**src/rtl/rtc_gate_pkg.sv**
```systemverilog
package rtc_gate_pkg;

    // Register indices inside the timekeeping bank
    localparam int unsigned IDX_CTRL      = 0;
    localparam int unsigned IDX_STAT      = 1;
    localparam int unsigned IDX_TIME      = 2;
    localparam int unsigned IDX_DATE      = 3;
    localparam int unsigned IDX_PRESC     = 4;
    localparam int unsigned IDX_KEY       = 5;
    localparam int unsigned IDX_SUBSEC    = 6;
    localparam int unsigned IDX_WAKE      = 7;
    localparam int unsigned IDX_ALARM     = 8;
    localparam int unsigned IDX_ALARM_SUB = 9;
    localparam int unsigned IDX_ADJ       = 10;
    localparam int unsigned IDX_CAL       = 11;
    localparam int unsigned IDX_TS_TIME   = 12;
    localparam int unsigned IDX_TS_DATE   = 13;
    localparam int unsigned IDX_TS_SUB    = 14;
    localparam int unsigned IDX_TAMPER    = 15;
    localparam int unsigned IDX_BKP0      = 16;

    typedef enum logic [1:0] {
        KS_LOCKED = 2'd0,
        KS_ARMED  = 2'd1,
        KS_OPEN   = 2'd2
    } key_state_e;

    // Write permission class of a register
    typedef enum logic [2:0] {
        POL_FREE,
        POL_LOCK,
        POL_LOCK_INIT,
        POL_LOCK_WAKE,
        POL_LOCK_ALARM,
        POL_LOCK_ADJ,
        POL_LOCK_CAL
    } policy_e;

    function automatic policy_e policy_of(input int unsigned idx);
        policy_e p;
        case (idx)
            IDX_CTRL, IDX_STAT:                p = POL_LOCK;
            IDX_TIME, IDX_DATE, IDX_PRESC:     p = POL_LOCK_INIT;
            IDX_WAKE:                          p = POL_LOCK_WAKE;
            IDX_ALARM, IDX_ALARM_SUB:          p = POL_LOCK_ALARM;
            IDX_ADJ:                           p = POL_LOCK_ADJ;
            IDX_CAL:                           p = POL_LOCK_CAL;
            default:                           p = POL_FREE;
        endcase
        return p;
    endfunction

endpackage

```
**src/rtl/rtc_gate_key_seq.sv**
```systemverilog
module rtc_gate_key_seq
    import rtc_gate_pkg::*;
#(
    parameter logic [7:0] KEY_A = 8'hCA,
    parameter logic [7:0] KEY_B = 8'h53
) (
    input  logic       clk,
    input  logic       por_n,
    input  logic       key_wr,
    input  logic [7:0] key_byte,
    output logic       unlocked
);

    typedef struct packed {
        key_state_e st;
    } seq_t;

    seq_t seq_d, seq_q;

    always_comb begin
        seq_d = seq_q;
        if (key_wr) begin
            if (key_byte == KEY_A) begin
                seq_d.st = KS_ARMED;
            end else if (seq_q.st == KS_ARMED && key_byte == KEY_B) begin
                seq_d.st = KS_OPEN;
            end else begin
                seq_d.st = KS_LOCKED;
            end
        end
    end

    // Only the power-on reset clears the lock
    always_ff @(posedge clk or negedge por_n) begin
        if (!por_n) begin
            seq_q <= '{st: KS_LOCKED};
        end else begin
            seq_q <= seq_d;
        end
    end

    assign unlocked = (seq_q.st == KS_OPEN);

endmodule

```
**src/rtl/rtc_gate_decode.sv**
```systemverilog
module rtc_gate_decode #(
    parameter int unsigned ADDR_W = 5,
    parameter int unsigned NREG   = 26
) (
    input  logic              wr_live,
    input  logic [ADDR_W-1:0] wr_addr,
    output logic [NREG-1:0]   hit
);

    // NREG must not exceed 2**ADDR_W; addresses beyond NREG hit nothing
    for (genvar i = 0; i < NREG; i++) begin : g_hit
        assign hit[i] = wr_live && (wr_addr == ADDR_W'(i));
    end

endmodule

```
**src/rtl/rtc_gate_policy.sv**
```systemverilog
module rtc_gate_policy
    import rtc_gate_pkg::*;
#(
    parameter int unsigned NREG = 26
) (
    input  logic [NREG-1:0] hit,
    input  logic            unlocked,
    input  logic            init_mode,
    input  logic            wake_ok,
    input  logic            alarm_ok,
    input  logic            adj_busy,
    input  logic            cal_busy,
    output logic [NREG-1:0] we
);

    for (genvar i = 0; i < NREG; i++) begin : g_reg
        localparam policy_e P = policy_of(i);
        logic allow;
        if (P == POL_FREE) begin : g_free
            assign allow = 1'b1;
        end else if (P == POL_LOCK) begin : g_lock
            assign allow = unlocked;
        end else if (P == POL_LOCK_INIT) begin : g_init
            assign allow = unlocked && init_mode;
        end else if (P == POL_LOCK_WAKE) begin : g_wake
            assign allow = unlocked && wake_ok;
        end else if (P == POL_LOCK_ALARM) begin : g_alarm
            assign allow = unlocked && alarm_ok;
        end else if (P == POL_LOCK_ADJ) begin : g_adj
            assign allow = unlocked && !adj_busy;
        end else begin : g_cal
            assign allow = unlocked && !cal_busy;
        end
        assign we[i] = hit[i] && allow;
    end

endmodule

```
**src/rtl/rtc_wr_gate.sv**
```systemverilog
module rtc_wr_gate
    import rtc_gate_pkg::*;
#(
    parameter int unsigned ADDR_W  = 5,
    parameter int unsigned NUM_BKP = 10,
    parameter logic [7:0]  KEY_A   = 8'hCA,
    parameter logic [7:0]  KEY_B   = 8'h53
) (
    input  logic                     clk,
    input  logic                     por_n,
    input  logic                     sys_rst_n,
    input  logic                     wr_en,
    input  logic [ADDR_W-1:0]        wr_addr,
    input  logic [7:0]               wr_byte,
    input  logic                     init_mode,
    input  logic                     wake_ok,
    input  logic                     alarm_ok,
    input  logic                     adj_busy,
    input  logic                     cal_busy,
    output logic [IDX_BKP0+NUM_BKP-1:0] reg_we,
    output logic                     ctrl_init_we,
    output logic                     stat_free_we
);

    localparam int unsigned NREG = IDX_BKP0 + NUM_BKP;

    logic            wr_live;
    logic [NREG-1:0] hit;
    logic            unlocked;

    // The bus is held off while the system reset is asserted
    assign wr_live = wr_en && sys_rst_n;

    rtc_gate_decode #(
        .ADDR_W (ADDR_W),
        .NREG   (NREG)
    ) u_decode (
        .wr_live (wr_live),
        .wr_addr (wr_addr),
        .hit     (hit)
    );

    rtc_gate_key_seq #(
        .KEY_A (KEY_A),
        .KEY_B (KEY_B)
    ) u_key (
        .clk      (clk),
        .por_n    (por_n),
        .key_wr   (hit[IDX_KEY]),
        .key_byte (wr_byte),
        .unlocked (unlocked)
    );

    rtc_gate_policy #(
        .NREG (NREG)
    ) u_policy (
        .hit       (hit),
        .unlocked  (unlocked),
        .init_mode (init_mode),
        .wake_ok   (wake_ok),
        .alarm_ok  (alarm_ok),
        .adj_busy  (adj_busy),
        .cal_busy  (cal_busy),
        .we        (reg_we)
    );

    // Field enables of the two split registers
    assign ctrl_init_we = hit[IDX_CTRL] && unlocked && init_mode;
    assign stat_free_we = hit[IDX_STAT];

endmodule

```
**config.mk**
```make
export PLATFORM = sky130hd
export DESIGN_NAME = rtc_wr_gate
export DESIGN_NICKNAME = d
export VERILOG_FILES = /design/src/rtl/rtc_gate_pkg.sv /design/src/rtl/rtc_gate_key_seq.sv /design/src/rtl/rtc_gate_decode.sv /design/src/rtl/rtc_gate_policy.sv /design/src/rtl/rtc_wr_gate.sv
export SDC_FILE = /design/constraint.sdc
export NUM_CORES = 1
export LEC_CHECK = 0
export BUFFER_PORTS_ARGS = -buffer_cell sky130_fd_sc_hd__clkbuf_2
export CORE_MARGIN = 10
export CORE_UTILIZATION = 35
export CTS_CLUSTER_DIAMETER = 80
export DETAILED_ROUTE_END_ITERATION = 12
export PLACE_DENSITY = 0.78
export SYNTH_ARGS = -nofsm -noshare
export SYNTH_HDL_FRONTEND = slang
export SYNTH_HIERARCHICAL = 1
export SYNTH_SLANG_ARGS = --single-unit
export TNS_END_PERCENT = 1
```
**constraint.sdc**
```tcl
create_clock -name clk -period 1.5 [get_ports clk]
set_input_delay 0.075 -clock clk [delete_from_list [all_inputs] [get_ports clk]]
set_output_delay 0.075 -clock clk [all_outputs]
set_load 0.02 [all_outputs]
```
==> impl_results.rst <==
.. list-table::
   :header-rows: 1

   * - Metric
     - Value
   * - Synthesized area divided by synthesized cell count
     - between 6 and 7 µm²
   * - R2r worst-path depth
     - 2
   * - CP Data Arrival Time
     - about 1300 ps
   * - Count of synthesis-stage warnings from yosys
     - 6
   * - Registers with the most flip-flops
     - u_key/seq_q (2)
   * - Critical path origin
     - wr_addr[4]
   * - Buffer count from post-CTS setup fixing
     - 0
   * - Floorplan core area
     - 1350 µm²
   * - Max Buffers Root-to-Sink
     - 2
   * - Max VDD drop
     - about 370 µV
   * - Area of the mapped netlist
     - between 500 and 600 µm²
   * - Family with the most delay on the worst path
     - simple AND/OR/NAND/NOR gates
   * - Outcome
     - complete, no violations
   * - Std cell rows
     - 13
   * - Instance count of the mapped netlist
     - a little under 80
   * - Cell repeated most along the worst path
     - clkbuf_2
   * - Maximum clock rate
     - 0.735 GHz
   * - WP data required
     - 1420 ps
   * - Final sum of negative setup slack
     - 0 ps
   * - Remaining antenna violation count
     - 0
   * - Most frequent cells in the layout
     - 49 x clkbuf_2, 26 x nor2_1, 7 x and3_1
   * - Relative slew slack
     - around four fifths
   * - Overall die width
     - approximately 59 µm
   * - Number of detailed-route iterations in the first pass
     - 3
   * - Final hold violations
     - 0
   * - Leakage component of the power
     - between 0.4 and 0.5 nW
   * - Synth-to-Final Area Change
     - 34.8%
   * - Die H
     - between 50 and 60 µm
   * - Mapped Nets
     - 100
   * - Mean routed wirelength per cell
     - 13.9 µm
   * - Drt via density
     - 4.82
   * - Buffers & Inverters on Critical Path
     - 2
   * - Crit path kind
     - input pin to output port
   * - Least-Margin Pin Slew
     - between 200 and 300 ps
   * - Biggest register
     - u_key/seq_q
   * - Initial antenna violation count
     - 0
   * - Initial Util
     - 38.9%
   * - Remaining global-route overflow
     - 0
   * - Clk pin slew, worst setup/hold paths
     - 30 ps
   * - Wire length of the first global-routing pass
     - ~2900 µm
   * - Number of antenna repair diodes
     - 0
   * - Worst hold start
     - wr_byte[0]
   * - GR Util All Layers
     - under 10%
   * - Count of distinct cell types in the synthesized netlist
     - 18
   * - Cell area power density
     - roughly 350 nW/µm²
   * - Final Net Count
     - ~140
   * - Post-route cell area
     - 708 µm²
   * - Cells along the critical path
     - clkbuf_2 -> or4b_1 -> nor2_1 -> and2_2 -> clkbuf_2
   * - Placed cell count
     - ~130
   * - Most common library cell in the layout ignoring fill and taps
     - clkbuf_2
   * - Final period utilization
     - 90.8%
   * - Setup repair after global routing missed its margin
     - false
   * - Max stage delay on crit path
     - roughly 600 ps
   * - Number of buffers inserted during clock tree synthesis
     - 3
   * - Most frequently used flop master after synthesis
     - dfrtp_1
   * - Post-route clock skew
     - 3.60 ps
   * - Detailed Place HPWL
     - between 1500 and 2000 µm
   * - Number of vias after detailed routing
     - roughly 630
   * - Die Area
     - between 3000 and 4000 µm²
   * - Clock latency on the worst-skew pair
     - 220 ps
   * - Number of max-cap violations
     - 0
   * - Final-report setup violation count
     - 0
   * - Cell type of the slowest stage on the worst timing path
     - or4b_1
   * - Proportion of synthesized chip area in sequential cells
     - a little under a tenth
   * - Crit. End Element
     - output port
   * - Async set-or-reset flop fraction in the synthesized netlist
     - 100%
   * - Final Non-Filler Cells
     - 130
   * - Clock net sink count
     - 2
   * - Area of placed instances
     - 673 µm²
   * - Reg2Reg Launch Point
     - u_key/seq_q[1]
   * - Iteration-0 DRC count of the detailed router
     - 5
   * - Vias in the first global route
     - just under 700
   * - Total of flip-flops plus latches after synthesis
     - 2
   * - DRC viols
     - 0
   * - Final critical delay including setup and external delays
     - roughly 1400 ps
   * - Sink of the worst hold path
     - u_key/seq_q[1]
   * - Fill cell count
     - 152
   * - Routed WL
     - around 1800 µm
   * - Capturing point of the worst reg2reg path
     - u_key/seq_q[1]
   * - Pin count of the biggest net entering global routing
     - 12
   * - Deepest level of the CTS H-tree
     - 1
   * - Share of layout cells above drive strength 1
     - 49.6%
   * - Flip-flop count of the largest register after layout
     - 2
   * - CP Launch Type
     - input pin
   * - Count of input and output buffers
     - 49
   * - Root cell of the clock tree
     - clkbuf_4
   * - EDFF count, synth
     - 0
   * - RD Place Congestion
     - between 0.6 and 0.7
   * - Max Transition Viols Final
     - 0
   * - Crit-path max FO
     - 7
   * - Worst min-delay path category
     - input pin to register
   * - Reg2reg setup slack
     - around 660 ps
   * - Worst hold path cell count
     - 3
   * - TritonCTS clock tree
     - yes
   * - Number of primary I/O pins
     - 50
-- power by group --
group	switching [mW]	internal (mW)	total, mW
logic	0.0385	0.0376	0.0761
clock network	0.0295	0.0882	0.118
registers	0.0000554	0.0544	0.0545
-- kinds of logic after synthesis --
family / Yosys count / synth area share, %
buffers and inverters: 18 / 24.3
AO/OA/AOI/OAI: 2 / 2.86
flip-flops: 2 / 9.52
AND/OR/NAND/NOR: 56 / 63.3
-- cells in the mapped netlist, drive strengths merged (2+ instances only) --
master	number	area (µm²)
and3b	2	17.5
and3	7	43.8
nand2b	4	25.0
nor2	26	97.6
dfrtp	2	50.1
nand4bb	6	67.6
o31ai	2	15.0
and2	3	21.3
nand4b	3	26.3
buf	16	120
-- worst register-to-register path, stage by stage (launching register included) --
cell,delay (ps)
dfrtp_1,370
nand3b_1,160
o31ai_1,210
-- worst max path at each step --
stage | to | slack (ps) | cells past startpoint
global route | reg_we[4] | 40 | 3
CTS | reg_we[2] | 130 | 3
floorplan | reg_we[1] | 20 | 4
global placement | reg_we[1] | 180 | 5
finish | reg_we[1] | 140 | 5
detailed placement | reg_we[1] | 140 | 5
-- repair_timing --
item | 4_1_cts | 5_1_grt
resized for setup | 1 | 0
endpoints found under the hold margin | 2 | 0
endpoints found under the setup margin | 10 | 0
hold buffers | 1 | 0
-- area by class of cell --
class / count / area, µm² / area share, %
inverters: 1 / 3.75 / 0.530
flip-flops and latches: 2 / 50.0 / 7.07
multi-input cells: 58 / 350 / 49.5
repair buffers: 51 / 263 / 37.1
well taps: 15 / 18.8 / 2.65
clock buffers: 3 / 22.5 / 3.18
-- metal layers --
layer | share of wire, % | wire length [µm] | vias to the layer above | global-route usage [%]
met1 | 43 | 778 | 267 | 10.6
met3 | 12 | 221 | 0 | 5.15
li1 | - | - | 325 | -
met4 | 0 | 0 | 0 | 2.95
met5 | 0 | 0 | - | 0
met2 | 45 | 802 | 34 | 16.7
-- through the flow --
step / util [%] / total power [mW] / hold WS (ps) / setup WS, ps
floorplan: - / 0.0886 / -221 / 21.9
global placement: 49.9 / 0.126 / -139 / 182
detailed placement: 49.9 / 0.129 / -136 / 136
CTS: 52.5 / 0.253 / 127 / 132
global route: 52.5 / 0.276 / 120 / 44.7
finish: 52.5 / 0.248 / 128 / 139
(Power assumes the default switching activity.)
